[config.mk]
export PLATFORM = sky130hd
export DESIGN_NAME = srx_top
export DESIGN_NICKNAME = d
export VERILOG_FILES = /design/src/rtl/srx_pkg.sv /design/src/rtl/srx_line.sv /design/src/rtl/srx_bytes.sv /design/src/rtl/srx_parse.sv /design/src/rtl/srx_top.sv
export SDC_FILE = /design/constraint.sdc
export NUM_CORES = 1
export LEC_CHECK = 0
export BUFFER_PORTS_ARGS = -buffer_cell sky130_fd_sc_hd__clkbuf_2
export CORE_AREA = 2 2 109 111
export DETAILED_ROUTE_END_ITERATION = 7
export DIE_AREA = 0 0 111 113
export HOLD_SLACK_MARGIN = 0.06
export PLACE_DENSITY = 0.65
export SYNTH_ARGS = -nofsm -noshare
export SYNTH_HDL_FRONTEND = slang
export SYNTH_SLANG_ARGS = --single-unit
export TNS_END_PERCENT = 100
[constraint.sdc]
create_clock -name clk -period 3.6 [get_ports clk]
set_input_delay 0.9 -clock clk [delete_from_list [all_inputs] [get_ports clk]]
set_output_delay 0.9 -clock clk [all_outputs]
set_load 0.05 [all_outputs]
[src/rtl/srx_pkg.sv]
package srx_pkg;

  typedef enum logic [3:0] {
    PID_OUT   = 4'b0001,
    PID_IN    = 4'b1001,
    PID_SOF   = 4'b0101,
    PID_SETUP = 4'b1101,
    PID_DATA0 = 4'b0011,
    PID_DATA1 = 4'b1011,
    PID_ACK   = 4'b0010,
    PID_NAK   = 4'b1010,
    PID_STALL = 4'b1110,
    PID_PRE   = 4'b1100
  } pid_e;

  typedef enum logic [1:0] {
    CLS_TOKEN,
    CLS_DATA,
    CLS_SHORT,
    CLS_BAD
  } pid_cls_e;

  // Sync sequence in arrival order, oldest symbol in bit 7 (J=1, K=0).
  localparam logic [7:0] SYNC_PAT = 8'b0101_0100;

  function automatic pid_cls_e classify(input logic [3:0] p);
    case (p)
      PID_OUT, PID_IN, PID_SOF, PID_SETUP:   return CLS_TOKEN;
      PID_DATA0, PID_DATA1:                  return CLS_DATA;
      PID_ACK, PID_NAK, PID_STALL, PID_PRE:  return CLS_SHORT;
      default:                               return CLS_BAD;
    endcase
  endfunction

  // Serial five-bit check over eleven field bits, bit 0 first.
  function automatic logic [4:0] crc5_calc(input logic [10:0] d);
    logic [4:0] r;
    logic       fb;
    r = 5'b11111;
    for (int i = 0; i < 11; i++) begin
      fb = r[4] ^ d[i];
      r  = {r[3:0], 1'b0};
      if (fb) r = r ^ 5'b00101;
    end
    return ~r;
  endfunction

endpackage

[src/rtl/srx_line.sv]
module srx_line
  import srx_pkg::*;
#(
  parameter int RUN_MAX = 6,
  parameter int EOP_MIN = 2
) (
  input  logic clk,
  input  logic rst_n,
  input  logic sym_vld,
  input  logic sym_j,
  input  logic sym_se0,
  output logic bit_vld,
  output logic bit_val,
  output logic sop,
  output logic eop,
  output logic stuff_err,
  output logic eop_err
);
  localparam int OW = $clog2(RUN_MAX + 1);
  localparam int SW = $clog2(EOP_MIN + 1);
  localparam logic [OW-1:0] ONES_LIM = OW'(RUN_MAX);
  localparam logic [SW-1:0] SE_LIM   = SW'(EOP_MIN);

  logic          in_pkt;
  logic          drop;
  logic          prev_j;
  logic [6:0]    win;
  logic [7:0]    win_next;
  logic [OW-1:0] ones;
  logic [SW-1:0] se0_run;
  logic          nrzi_bit;

  assign win_next = {win, sym_j};
  assign nrzi_bit = (sym_j == prev_j);

  always_ff @(posedge clk or negedge rst_n) begin
    if (!rst_n) begin
      in_pkt    <= 1'b0;
      drop      <= 1'b0;
      prev_j    <= 1'b1;
      win       <= '1;
      ones      <= '0;
      se0_run   <= '0;
      bit_vld   <= 1'b0;
      bit_val   <= 1'b0;
      sop       <= 1'b0;
      eop       <= 1'b0;
      stuff_err <= 1'b0;
      eop_err   <= 1'b0;
    end else begin
      bit_vld   <= 1'b0;
      sop       <= 1'b0;
      eop       <= 1'b0;
      stuff_err <= 1'b0;
      eop_err   <= 1'b0;
      if (sym_vld) begin
        if (!in_pkt) begin
          if (sym_se0) begin
            win <= '1;
          end else if (win_next == SYNC_PAT) begin
            in_pkt  <= 1'b1;
            sop     <= 1'b1;
            prev_j  <= sym_j;
            ones    <= '0;
            se0_run <= '0;
            drop    <= 1'b0;
            win     <= '1;
          end else begin
            win <= win_next[6:0];
          end
        end else if (sym_se0) begin
          if (se0_run != SE_LIM) se0_run <= se0_run + 1'b1;
        end else if (se0_run != '0) begin
          in_pkt  <= 1'b0;
          eop     <= 1'b1;
          eop_err <= (se0_run < SE_LIM) || !sym_j;
        end else begin
          prev_j <= sym_j;
          if (!drop) begin
            if (ones == ONES_LIM) begin
              if (nrzi_bit) begin
                stuff_err <= 1'b1;
                drop      <= 1'b1;
              end
              ones <= '0;
            end else begin
              bit_vld <= 1'b1;
              bit_val <= nrzi_bit;
              ones    <= nrzi_bit ? ones + 1'b1 : '0;
            end
          end
        end
      end
    end
  end

endmodule

[src/rtl/srx_bytes.sv]
module srx_bytes (
  input  logic       clk,
  input  logic       rst_n,
  input  logic       bit_vld,
  input  logic       bit_val,
  input  logic       sop,
  input  logic       eop,
  input  logic       stuff_err,
  input  logic       eop_err,
  output logic       byte_vld,
  output logic [7:0] byte_val,
  output logic       p_sop,
  output logic       p_eop,
  output logic       p_misalign,
  output logic       p_stuff,
  output logic       p_eop_err
);
  logic [6:0] sh;
  logic [2:0] cnt;

  always_ff @(posedge clk or negedge rst_n) begin
    if (!rst_n) begin
      sh         <= '0;
      cnt        <= '0;
      byte_vld   <= 1'b0;
      byte_val   <= '0;
      p_sop      <= 1'b0;
      p_eop      <= 1'b0;
      p_misalign <= 1'b0;
      p_stuff    <= 1'b0;
      p_eop_err  <= 1'b0;
    end else begin
      byte_vld   <= 1'b0;
      p_eop      <= 1'b0;
      p_sop      <= sop;
      p_stuff    <= stuff_err;
      if (sop) cnt <= '0;
      if (bit_vld) begin
        sh  <= {bit_val, sh[6:1]};
        cnt <= cnt + 1'b1;
        if (cnt == 3'd7) begin
          byte_vld <= 1'b1;
          byte_val <= {bit_val, sh};
        end
      end
      if (eop) begin
        p_eop      <= 1'b1;
        p_misalign <= (cnt != 3'd0);
        p_eop_err  <= eop_err;
      end
    end
  end

endmodule

[src/rtl/srx_parse.sv]
module srx_parse
  import srx_pkg::*;
#(
  parameter int CNT_W = 4
) (
  input  logic        clk,
  input  logic        rst_n,
  input  logic        byte_vld,
  input  logic [7:0]  byte_val,
  input  logic        p_sop,
  input  logic        p_eop,
  input  logic        p_misalign,
  input  logic        p_stuff,
  input  logic        p_eop_err,
  output logic        pkt_vld,
  output logic [3:0]  pkt_type,
  output logic [6:0]  tok_addr,
  output logic [3:0]  tok_ep,
  output logic [10:0] tok_frame,
  output logic        err_pid,
  output logic        err_crc,
  output logic        err_stuff,
  output logic        err_eop,
  output logic        err_len,
  output logic        dat_vld,
  output logic [7:0]  dat_byte
);
  localparam logic [CNT_W-1:0] N0 = '0;
  localparam logic [CNT_W-1:0] N1 = CNT_W'(1);
  localparam logic [CNT_W-1:0] N2 = CNT_W'(2);
  localparam logic [CNT_W-1:0] N3 = CNT_W'(3);

  logic [CNT_W-1:0] nbytes;
  logic [3:0]       pid_r;
  logic             pid_ok;
  logic [15:0]      fld;
  logic             stf;

  pid_cls_e   cls;
  logic       addr_tok, sof_tok, pid_bad, len_bad, crc_bad;
  logic [4:0] crc_rx;

  assign cls      = classify(pid_r);
  assign addr_tok = pid_ok && (pid_r == PID_IN || pid_r == PID_OUT || pid_r == PID_SETUP);
  assign sof_tok  = pid_ok && (pid_r == PID_SOF);
  assign pid_bad  = (nbytes != N0) && !pid_ok;
  assign crc_rx   = {fld[11], fld[12], fld[13], fld[14], fld[15]};
  assign crc_bad  = pid_ok && (cls == CLS_TOKEN) && (nbytes == N3) &&
                    (crc_rx != crc5_calc(fld[10:0]));

  always_comb begin
    if (nbytes == N0)      len_bad = 1'b1;
    else if (!pid_ok)      len_bad = 1'b0;
    else begin
      case (cls)
        CLS_TOKEN: len_bad = (nbytes != N3);
        CLS_SHORT: len_bad = (nbytes != N1);
        default:   len_bad = 1'b0;
      endcase
    end
  end

  always_ff @(posedge clk or negedge rst_n) begin
    if (!rst_n) begin
      nbytes    <= '0;
      pid_r     <= '0;
      pid_ok    <= 1'b0;
      fld       <= '0;
      stf       <= 1'b0;
      pkt_vld   <= 1'b0;
      pkt_type  <= '0;
      tok_addr  <= '0;
      tok_ep    <= '0;
      tok_frame <= '0;
      err_pid   <= 1'b0;
      err_crc   <= 1'b0;
      err_stuff <= 1'b0;
      err_eop   <= 1'b0;
      err_len   <= 1'b0;
      dat_vld   <= 1'b0;
      dat_byte  <= '0;
    end else begin
      pkt_vld <= 1'b0;
      dat_vld <= 1'b0;
      if (p_sop) begin
        nbytes <= '0;
        pid_r  <= '0;
        pid_ok <= 1'b0;
        fld    <= '0;
        stf    <= 1'b0;
      end
      if (p_stuff) stf <= 1'b1;
      if (byte_vld) begin
        if (nbytes != '1) nbytes <= nbytes + 1'b1;
        if (nbytes == N0) begin
          pid_r  <= byte_val[3:0];
          pid_ok <= (byte_val[7:4] == ~byte_val[3:0]) &&
                    (classify(byte_val[3:0]) != CLS_BAD);
        end
        if (nbytes == N1) fld[7:0]  <= byte_val;
        if (nbytes == N2) fld[15:8] <= byte_val;
        dat_vld  <= (nbytes != N0) && pid_ok && (cls == CLS_DATA);
        dat_byte <= byte_val;
      end
      if (p_eop) begin
        pkt_vld   <= 1'b1;
        pkt_type  <= pid_r;
        tok_addr  <= addr_tok ? fld[6:0]  : '0;
        tok_ep    <= addr_tok ? fld[10:7] : '0;
        tok_frame <= sof_tok  ? fld[10:0] : '0;
        err_pid   <= pid_bad;
        err_crc   <= crc_bad;
        err_stuff <= stf | p_stuff;
        err_eop   <= p_misalign | p_eop_err;
        err_len   <= len_bad;
      end
    end
  end

endmodule

[src/rtl/srx_top.sv]
module srx_top
  import srx_pkg::*;
#(
  parameter int RUN_MAX = 6,
  parameter int EOP_MIN = 2,
  parameter int CNT_W   = 4
) (
  input  logic        clk,
  input  logic        rst_n,
  input  logic        sym_vld,
  input  logic        sym_j,
  input  logic        sym_se0,
  output logic        pkt_vld,
  output logic [3:0]  pkt_type,
  output logic [6:0]  tok_addr,
  output logic [3:0]  tok_ep,
  output logic [10:0] tok_frame,
  output logic        err_pid,
  output logic        err_crc,
  output logic        err_stuff,
  output logic        err_eop,
  output logic        err_len,
  output logic        dat_vld,
  output logic [7:0]  dat_byte
);
  logic       w_bit_vld, w_bit_val, w_sop, w_eop, w_stuff, w_eop_err;
  logic       w_byte_vld;
  logic [7:0] w_byte_val;
  logic       w_p_sop, w_p_eop, w_p_mis, w_p_stuff, w_p_eop_err;

  srx_line #(.RUN_MAX(RUN_MAX), .EOP_MIN(EOP_MIN)) u_line (
    .clk(clk), .rst_n(rst_n),
    .sym_vld(sym_vld), .sym_j(sym_j), .sym_se0(sym_se0),
    .bit_vld(w_bit_vld), .bit_val(w_bit_val),
    .sop(w_sop), .eop(w_eop), .stuff_err(w_stuff), .eop_err(w_eop_err)
  );

  srx_bytes u_bytes (
    .clk(clk), .rst_n(rst_n),
    .bit_vld(w_bit_vld), .bit_val(w_bit_val),
    .sop(w_sop), .eop(w_eop), .stuff_err(w_stuff), .eop_err(w_eop_err),
    .byte_vld(w_byte_vld), .byte_val(w_byte_val),
    .p_sop(w_p_sop), .p_eop(w_p_eop), .p_misalign(w_p_mis),
    .p_stuff(w_p_stuff), .p_eop_err(w_p_eop_err)
  );

  srx_parse #(.CNT_W(CNT_W)) u_parse (
    .clk(clk), .rst_n(rst_n),
    .byte_vld(w_byte_vld), .byte_val(w_byte_val),
    .p_sop(w_p_sop), .p_eop(w_p_eop), .p_misalign(w_p_mis),
    .p_stuff(w_p_stuff), .p_eop_err(w_p_eop_err),
    .pkt_vld(pkt_vld), .pkt_type(pkt_type),
    .tok_addr(tok_addr), .tok_ep(tok_ep), .tok_frame(tok_frame),
    .err_pid(err_pid), .err_crc(err_crc), .err_stuff(err_stuff),
    .err_eop(err_eop), .err_len(err_len),
    .dat_vld(dat_vld), .dat_byte(dat_byte)
  );

endmodule

* Word-level counts from Yosys, hierarchy flattened *
Memories as Yosys holds them, arrays and structs flattened.
Cells that the tools add are included.

word-level totals
  memory bits (read-only) = 64
  logic and storage cells = 223
  output and inout bits = 41
  memories kept = 2
  flip-flop bits (word level) = 112

memory list
  name              depth  width  rd ports  clocked after Yosys merged registers in  write ports  RTL line       text
  (name not given)  16     2      1         0                                        0            srx_pkg.sv:27  case (p)
  (name not given)  16     2      1         0                                        0            srx_pkg.sv:27

cells by class
  order comparisons = 1
  multiplexer cells = 95
  reduce and logical (&&, ||, !) cells = 29
  add/sub/neg operators = 4
  bitwise logic cells = 29
  equality and inequality tests = 25

operator list
  kind                                            number
  two-way mux 3 bit                               21
  two-way mux 1 bit                               51
  two-way mux 16 bit                              2
  two-way mux 4 bit                               7
  two-way mux 7 bit                               3
  NOT 2 bit                                       10
  two-way mux 8 bit                               2
  two-way mux 2 bit                               7
  inequality test 2 bit (second input constant)   6
  two-way mux 11 bit                              1
  AND reduction 5 bit                             2
  nonzero test 2 bit                              5
  logical AND 1 bit                               9
  == test 4 x 1 -> 1 bit (second input constant)  2
  == test 4 x 2 -> 1 bit (second input constant)  2
  == test 4 bit (second input constant)           2
  == test 8 x 7 -> 1 bit (second input constant)  1
  XOR 1 bit                                       8
  adder 3 x 1 -> 3 bit (second input constant)    2
  == test 3 bit (second input constant)           2
  AND reduction 6 bit                             1
  inequality test 5 bit                           1
  NOT 1 bit                                       5
  NOT 5 bit                                       1
  24 further kinds                                30

* Longest topological paths before layout *
Gate-level depths: netlist (run 1).

  depth after elaboration = 24
  mapped depth = 7
  gate-level depth less buffers = 7

* Hierarchy *
A second synthesis (run 1) with hierarchy kept.

second synthesis, totals
  cells, all modules = 482
  area total of the unflattened synthesis = 5142.4 um2

by module, submodules not included
  module     times used  cells an instance  area each (um2)
  srx_parse  1           327                3155.5
  srx_line   1           99                 1094.8
  srx_bytes  1           56                 892.1

* Worst setup path after synthesis (run 1) *
OpenSTA, ideal clock, no wires.

  path type = input to register
  from = input port sym_se0
  to = register u_line.ones[0]
  required time = 3535 ps
  path buffers = 1
  cell stages on the path = 6
  setup slack = 1575 ps
  data arrival time = 1960 ps
  cells stage by stage = clkbuf_1 > nand3b_1 > nor3b_1 > nand2_1 > a21oi_1 > mux2_2

between the ends
  longest elaborated chain between the ends = 2

RTL lines
  element                        RTL line        text
  from (decl)                    srx_top.sv:12   input logic sym_se0,
  NOT 1 bit (no line)            n/a
  AND reduction 5 bit (no line)  n/a
  to (signal assigned)           srx_line.sv:89  ones <= nrzi_bit ? ones + 1'b1 : '0;
  to (decl)                      srx_line.sv:29  logic [OW-1:0] ones;

No other way between the ends.
A chain may end at the register's enable or synchronous reset.

* Final worst setup path (run 1) *
  from = register u_parse.pid_r[1]
  to = register u_parse.tok_frame[5]

between the ends
  longest elaborated chain between the ends = 3

RTL lines
  element                 RTL line          text
  from (decl)             srx_parse.sv:34   logic [3:0] pid_r;
  from (signal assigned)  srx_parse.sv:96   pid_r <= byte_val[3:0];
  == test 4 x 3 -> 1 bit  srx_parse.sv:45   assign sof_tok = pid_ok && (pid_r == PID_SOF);
  logical AND 1 bit       srx_parse.sv:45
  two-way mux 11 bit      srx_parse.sv:110  tok_frame <= sof_tok ? fld[10:0] : '0;
  to (signal assigned)    srx_parse.sv:110
  to (decl)               srx_parse.sv:19   output logic [10:0] tok_frame,

No other way between the ends.

==> impl_table.tex, run 1 <==
\begin{tabular}{lr}
\hline
Metric & Value \\
\hline
\multicolumn{2}{l}{\textbf{Global route}} \\
Grt total ovfl & 0 \\
Maximum number of pins on one net before global-route repair & 58 \\
Global-route wire length before repair & 16000 um \\
Overall fraction of global-route tracks in use & 15.9\% \\
Number of global-route vias before repair & 3265 \\
Antenna violations before repair & 0 \\
\multicolumn{2}{l}{\textbf{Power and ir drop}} \\
Maximum VDD drop & 338 uV \\
Leakage component of the power & 2.76 nW \\
Post-route total power & 2.40 mW \\
Fraction of power spent switching nets & 19.9\% \\
Seq pwr share & 52.9\% \\
Comb pwr share & 1.8\% \\
Internal Dissipation & 1.92 mW \\
Clock share of power & 45.3\% \\
Switching power total & 476 uW \\
Total power per unit cell area & 420 mW/mm\^{}2 \\
\multicolumn{2}{l}{\textbf{Clocking}} \\
H-tree lvl count & 3 \\
Clock buffer depth & 2 \\
Clock buffer count from CTS & 9 \\
Count of clock tree sinks & 112 \\
Register clock-pin slew on the reported worst setup and hold paths & 0.07 ns \\
Hold-fix buffers at CTS & 0 \\
Library cell used as clock root buffer & clkbuf\_16 \\
Clock latency reported for the late side of the worst-skew pair & 0.35 ns \\
Count of instances resized after the clock tree is built & 0 \\
Setup Fix Bufs, Post-CTS & 0 \\
CTS tree & built \\
\multicolumn{2}{l}{\textbf{Synth}} \\
Share of the yosys chip area belonging to registers & 56.0\% \\
Commonest cells in the synthesized netlist & dfrtp\_1, nand2\_1, o21ai\_0 \\
Avg Synthesized Cell Area & 10.7 um\^{}2 \\
Synth async-reset ratio & 100\% \\
Leading area contributor after synthesis & dfrtp\_1 \\
Number of nets in the synthesized netlist & 495 \\
Most frequent cell after synthesis & dfrtp\_1 \\
Syn Inst Count & 471 \\
Number of unique standard cell types used by synthesis & 39 \\
Count of state elements after synthesis & 112 \\
Yosys top cell area share & 51.8\% \\
Predominant post-synthesis flop cell & dfrtp\_1 \\
Warnings from Yosys & 0 \\
Cell types occupying the most area after synthesis & dfrtp\_1, mux2\_2, nand2\_1 \\
Synth Cell Area & 0.00502 mm\^{}2 \\
EDFF count, synth & 0 \\
\multicolumn{2}{l}{\textbf{Critical path}} \\
Crit Reg-Reg Startpoint & u\_parse.pid\_r[1]\$\_DFF\_PN0\_ \\
Data required time at the worst endpoint & 3.87 ns \\
Setup crit end kind & flop \\
Count of buffering cells on the critical path with inverters included & 1 \\
Terminus of the critical flop-to-flop path & u\_parse.tok\_frame[5]\$\_DFFE\_PN0P\_ \\
Capturing element of the worst setup path & u\_parse.tok\_frame[5]\$\_DFFE\_PN0P\_ \\
CP top delay family & simple AND/OR/NAND/NOR gates \\
Worst path arrival time & 2.35 ns \\
Worst reg2reg path depth & 6 \\
Worst setup startpoint & u\_parse.pid\_r[1]\$\_DFF\_PN0\_ \\
Critical path, cell by cell & inv\_1, ha\_1, nand3\_1, nor3\_1, nand2\_1, o21ai\_0 \\
Worst-path fanout max & 11 \\
Delay of the slowest critical-path stage & 0.94 ns \\
R2r setup slk & 1.52 ns \\
Logic depth of the worst path, buffers included & 6 \\
Worst Setup Path Type & flop to flop \\
Crit path launch type & flop \\
Critical Path Slowest Stage Cell & nor3\_1 \\
\multicolumn{2}{l}{\textbf{STA}} \\
Final period utilization & 57.8\% \\
RSZ-0062 raised after global routing & false \\
Crit path setup slack, layout & 1.52 ns \\
Sum Neg Setup Slack & 0 ns \\
Post-route minimum period & 2.08 ns \\
Worst Max-Slew Pin Slew & 1.21 ns \\
Maximum clock rate & 481 MHz \\
Number of hold violations in the final report & 0 \\
Final Skew & 0.00466 ns \\
Final slew viol count & 0 \\
Number of setup violations in the final report & 0 \\
Normalized max-slew margin & 18.6\% \\
\multicolumn{2}{l}{\textbf{Final layout}} \\
Total number of nets in the final design & 535 \\
Antenna Cells & 0 \\
Share of cells above drive strength 1 & 20.0\% \\
Layout Area Growth over Synthesis & 13.8\% \\
\multicolumn{2}{l}{\textbf{Drt}} \\
Average wire length per cell after detail routing & 14.1 um \\
Detail Route Antenna Nets & 0 \\
DR pass1 iterations & 4 \\
Total wire length & 9290 um \\
Total DRC errors in the routed layout & 0 \\
Vias per std cell & 5.03 \\
Number of design-rule violations left by the first detailed-router iteration & 221 \\
Count of vias placed by the detailed router & 3312 \\
\multicolumn{2}{l}{\textbf{Floorplan}} \\
Vertical die dimension & 113 um \\
DIE WIDTH & 111 um \\
Starting utilization of the core area & 44.5\% \\
Placement row count & 39 \\
Placeable core area & 0.0113 mm\^{}2 \\
Die Footprint & 0.0125 mm\^{}2 \\
Number of top-level pins & 46 \\
\multicolumn{2}{l}{\textbf{Status}} \\
Outcome & complete, no violations \\
\multicolumn{2}{l}{\textbf{Min path}} \\
Class of the tightest hold or removal check & flop to flop \\
Critical hold path startpoint & u\_line.stuff\_err\$\_DFF\_PN0\_ \\
\multicolumn{2}{l}{\textbf{Placement}} \\
Post-DP HPWL & 6390 um \\
Post-Place Worst Slack & 1.29 ns \\
Quantity of I/O buffers inserted on ports & 45 \\
GP Congestion & 0.847 \\
\multicolumn{2}{l}{\textbf{Job}} \\
Max-capacitance violation count & 0 \\
\hline
\end{tabular}
-- worst min-delay path by stage --
stage | depth (start not counted) | slack [ns] | end
2_1_floorplan | 0 | 0.33 | u_bytes.p_stuff$_DFF_PN0_
3_3_place_gp | 0 | 0.34 | u_bytes.p_stuff$_DFF_PN0_
3_5_place_dp | 0 | 0.36 | u_bytes.p_stuff$_DFF_PN0_
4_1_cts | 0 | 0.37 | u_bytes.p_stuff$_DFF_PN0_
5_1_grt | 0 | 0.37 | u_bytes.p_stuff$_DFF_PN0_
6_report | 0 | 0.37 | u_bytes.p_stuff$_DFF_PN0_
-- final cells by class --
cell class	count	area, um^2
inverters	42	158
fillers	992	5560
multi-input cells	299	1980
clock inverters	4	76.3
well taps	143	179
flip-flops and latches	112	2810
clock buffers	11	253
repair buffers	47	255
-- per-layer routing --
metal	part of all wire (%)	wire length, um	global-route usage, %
met5	0	0	0
met4	1.4	133	5.75
met3	3.8	350	3.54
met2	48	4470	25.9
met1	47	4340	21.2
-- worst register-to-register path, delay by kind of cell, from the launching register on --
| family | cells | cell delay (ns) |
|---|---|---|
| adder cells (fa/ha/maj) | 1 | 0.20 |
| AO/OA/AOI/OAI | 1 | 0.11 |
| buffers and inverters | 1 | 0.11 |
| AND/OR/NAND/NOR | 3 | 1.17 |
| flip-flops | 1 | 0.41 |
-- cell usage in the layout (no fill, tap or decap), types with 8 or more instances in the layout --
cell type / instances
o21ai_0: 48
nor2_1: 26
nand2_1: 83
dfstp_2: 8
nand3_1: 8
clkbuf_16: 9
inv_1: 42
ha_1: 19
mux2_2: 31
xnor2_1: 8
a21oi_1: 12
clkbuf_2: 44
dfrtp_1: 104
-- power groups by stage --
stage	registers, mW	logic (mW)	clock network [mW]
floorplan	1.29	0.0113	0
global placement	1.29	0.0440	0
detailed placement	1.29	0.0455	0
CTS	1.27	0.0455	1.12
global route	1.27	0.0507	1.17
finish	1.27	0.0432	1.09
-- state kept, by name, indices dropped and copies added, names as in the netlist, 4 cells and up --
signal             count
u_parse.tok_addr       7
u_line.win             7
u_parse.dat_byte       8
u_parse.tok_ep         4
u_bytes.byte_val       8
u_bytes.sh             7
u_parse.tok_frame     11
u_parse.nbytes         4
u_parse.pkt_type       4
u_parse.pid_r          4
u_parse.fld           16
-- cells by family (layout without fill, tap and decap cells) --
| group | count (synthesis) | after routing | synth area share (%) |
|---|---|---|---|
| AO/OA/AOI/OAI | 85 | 85 | 9.79 |
| XOR/XNOR | 18 | 18 | 4.93 |
| adder cells (fa/ha/maj) | 19 | 19 | 4.73 |
| buffers and inverters | 60 | 104 | 4.59 |
| flip-flops | 112 | 112 | 56.0 |
| multiplexers | 34 | 34 | 7.55 |
| AND/OR/NAND/NOR | 143 | 143 | 12.4 |
-- through the flow --
stage,instances,instance area [um^2],util (%),hold WS (ns)
floorplan,471,5020,-,0.331
global placement,643,5380,47.8,0.344
detailed placement,643,5380,47.8,0.357
CTS,658,5710,50.7,0.370
global route,658,5710,50.7,0.374
finish,658,5710,50.7,0.370
(Power assumes the default switching activity.)
==> run 2: changes to the inputs <==
--- a/config.mk
+++ b/config.mk
@@ -10,7 +10,7 @@
 export DETAILED_ROUTE_END_ITERATION = 7
 export DIE_AREA = 0 0 111 113
 export HOLD_SLACK_MARGIN = 0.06
-export PLACE_DENSITY = 0.65
+export PLACE_DENSITY = 0.68
 export SYNTH_ARGS = -nofsm -noshare
 export SYNTH_HDL_FRONTEND = slang
 export SYNTH_SLANG_ARGS = --single-unit
==> constraint.sdc (replaced) <==
create_clock -name clk -period 1.7 [get_ports clk]
set_input_delay 0.425 -clock clk [delete_from_list [all_inputs] [get_ports clk]]
set_output_delay 0.425 -clock clk [all_outputs]
set_load 0.05 [all_outputs]
==> impl_table.tex, run 2 (same netlist as run 1, synthesis figures left out) <==
\begin{tabular}{lr}
\hline
Metric & Value \\
\hline
\multicolumn{2}{l}{\textbf{Min path}} \\
Hold Crit Depth & 0 \\
Critical hold path startpoint & u\_line.stuff\_err\$\_DFF\_PN0\_ \\
Class of the tightest hold or removal check & flop to flop \\
\multicolumn{2}{l}{\textbf{STA}} \\
Worst Max-Slew Pin Slew & 0.451 ns \\
Maximum clock rate & 606 MHz \\
Number of setup violations in the final report & 0 \\
Post-route minimum period & 1.65 ns \\
Normalized max-slew margin & 69.9\% \\
Final period utilization & 97.0\% \\
RSZ-0062 raised after global routing & true \\
Sum Neg Setup Slack & 0 ns \\
Final Skew & 0.00550 ns \\
Final slew viol count & 0 \\
Number of hold violations in the final report & 0 \\
\multicolumn{2}{l}{\textbf{Floorplan}} \\
Placeable core area & 0.0113 mm\^{}2 \\
Placement row count & 39 \\
Starting utilization of the core area & 44.5\% \\
DIE WIDTH & 111 um \\
Number of top-level pins & 46 \\
Die Footprint & 0.0125 mm\^{}2 \\
Vertical die dimension & 113 um \\
\multicolumn{2}{l}{\textbf{Critical path}} \\
Worst Setup Path Type & flop to flop \\
Critical Path Slowest Stage Cell & dfstp\_2 \\
Critical path, cell by cell & nor4bb\_4, nand3\_2, a21oi\_4, nand2\_2, mux2\_2 \\
Delay of the slowest critical-path stage & 0.53 ns \\
Worst reg2reg path depth & 5 \\
Worst setup startpoint & u\_line.win[3]\$\_DFFE\_PN1P\_ \\
Worst path arrival time & 1.89 ns \\
CP top delay family & flip-flops \\
Setup crit end kind & flop \\
Logic depth of the worst path, buffers included & 5 \\
Worst-path fanout max & 4 \\
Count of buffering cells on the critical path with inverters included & 0 \\
Data required time at the worst endpoint & 1.94 ns \\
Crit path launch type & flop \\
Crit Reg-Reg Startpoint & u\_line.win[3]\$\_DFFE\_PN1P\_ \\
\multicolumn{2}{l}{\textbf{Clocking}} \\
Count of clock tree sinks & 112 \\
Clock buffer count from CTS & 9 \\
Library cell used as clock root buffer & clkbuf\_16 \\
Clock latency reported for the late side of the worst-skew pair & 0.35 ns \\
Register clock-pin slew on the reported worst setup and hold paths & 0.07 ns \\
H-tree lvl count & 3 \\
CTS tree & built \\
Clock buffer depth & 2 \\
\multicolumn{2}{l}{\textbf{Drt}} \\
Total wire length & 9750 um \\
Count of vias placed by the detailed router & 3438 \\
Vias per std cell & 5.03 \\
Detail Route Antenna Nets & 0 \\
Number of design-rule violations left by the first detailed-router iteration & 227 \\
Average wire length per cell after detail routing & 14.3 um \\
Total DRC errors in the routed layout & 0 \\
DR pass1 iterations & 5 \\
\multicolumn{2}{l}{\textbf{Job}} \\
Max-capacitance violation count & 0 \\
\multicolumn{2}{l}{\textbf{Final layout}} \\
Largest registers & u\_parse.fld (16), u\_parse.tok\_frame (11) \\
Top reg by flops & u\_parse.fld \\
Finished Core Util & 53.6\% \\
Storage element area & 0.00281 mm\^{}2 \\
Largest register FFs & 16 \\
Highest-count cells in the layout ignoring fill and taps & dfrtp\_1, nand2\_1, o21ai\_0 \\
Area of combinational cells with multiple inputs & 0.00207 mm\^{}2 \\
Antenna Cells & 0 \\
Layout Area Growth over Synthesis & 20.4\% \\
Final Non-Filler Cells & 684 \\
Filler cell count in the final layout & 974 \\
Share of cells above drive strength 1 & 25.5\% \\
Total number of nets in the final design & 560 \\
Most common cell after layout, fill and taps aside & dfrtp\_1 \\
\multicolumn{2}{l}{\textbf{Power and ir drop}} \\
Maximum VDD drop & 648 uV \\
Total power per unit cell area & 867 mW/mm\^{}2 \\
Leakage component of the power & 3.01 nW \\
\multicolumn{2}{l}{\textbf{Global route}} \\
Grt total ovfl & 0 \\
Number of global-route vias before repair & 3458 \\
Overall fraction of global-route tracks in use & 16.7\% \\
Global-route wire length before repair & 16800 um \\
Maximum number of pins on one net before global-route repair & 34 \\
Antenna violations before repair & 0 \\
\multicolumn{2}{l}{\textbf{Placement}} \\
Quantity of I/O buffers inserted on ports & 45 \\
Post-DP HPWL & 6790 um \\
GP Congestion & 0.779 \\
Cells after DPL & 666 \\
\multicolumn{2}{l}{\textbf{Status}} \\
Outcome & complete, no violations \\
\hline
\end{tabular}
==> run 2: cell types whose count changed in the layout (fill, tap and decap cells not counted), sizes merged <==
cell         previous run  this run
buf                     3        27
bufinv                  2         3
inv                    43        42
dlygate4sd3             0         1
clkinv                  0         1
==> run 2: final timing paths <==
check                                                  endpoint  slack, ns
worst max-delay path                 u_line.ones[0]$_DFFE_PN0P_       0.05
worst min-delay path                  u_bytes.p_stuff$_DFF_PN0_       0.36
worst max register to register       u_line.ones[0]$_DFFE_PN0P_       0.05
worst min register to register        u_bytes.p_stuff$_DFF_PN0_       0.36
max in group asynchronous       u_parse.dat_byte[5]$_DFFE_PN0P_       0.60
min in group asynchronous           u_parse.err_len$_DFFE_PN0P_       0.56
==> run 2: per-layer routing <==
layer	global-route usage [%]	wire length, um	up-vias
met2	28.2	4880	62
met5	0	0	-
met4	6.92	174	0
met3	3.70	386	15
met1	20.9	4310	1666
li1	-	-	1695
==> run 2: per-stage QoR <==
step	hold slack [ns]	area (um^2)	worst slack [ns]	total power [mW]
floorplan	0.129	5020	0.0424	2.76
global placement	0.343	5580	-0.118	2.85
detailed placement	0.355	5580	-0.0951	2.85
CTS	0.371	5960	-0.0188	5.31
global route	0.385	6050	-0.0705	5.41
finish	0.364	6050	0.0504	5.24
==> run 2: repair_timing <==
item / in CTS / in global routing
setup buffers: 0 / 1
setup endpoints to repair: 6 / 9
pin swaps: 1 / 4
hold buffers: 1 / 0
gates resized for setup: 3 / 14
hold endpoints to repair: 21 / 0
==> run 2: where the power goes <==
part / switching, mW / internal [mW] / total [mW]
combinational: 0.0762 / 0.0392 / 0.115
clock: 0.922 / 1.52 / 2.44
sequential: 0.00818 / 2.68 / 2.69
==> run 2: final cells by class <==
class	count	share of cell area [%]
Clock buffer	11	4.18
Clock inverter	5	1.70
Inverter	42	2.61
Multi-Input combinational cell	299	34.3
Sequential cell	112	46.5
Tap cell	143	2.96
Timing Repair Buffer	72	7.78
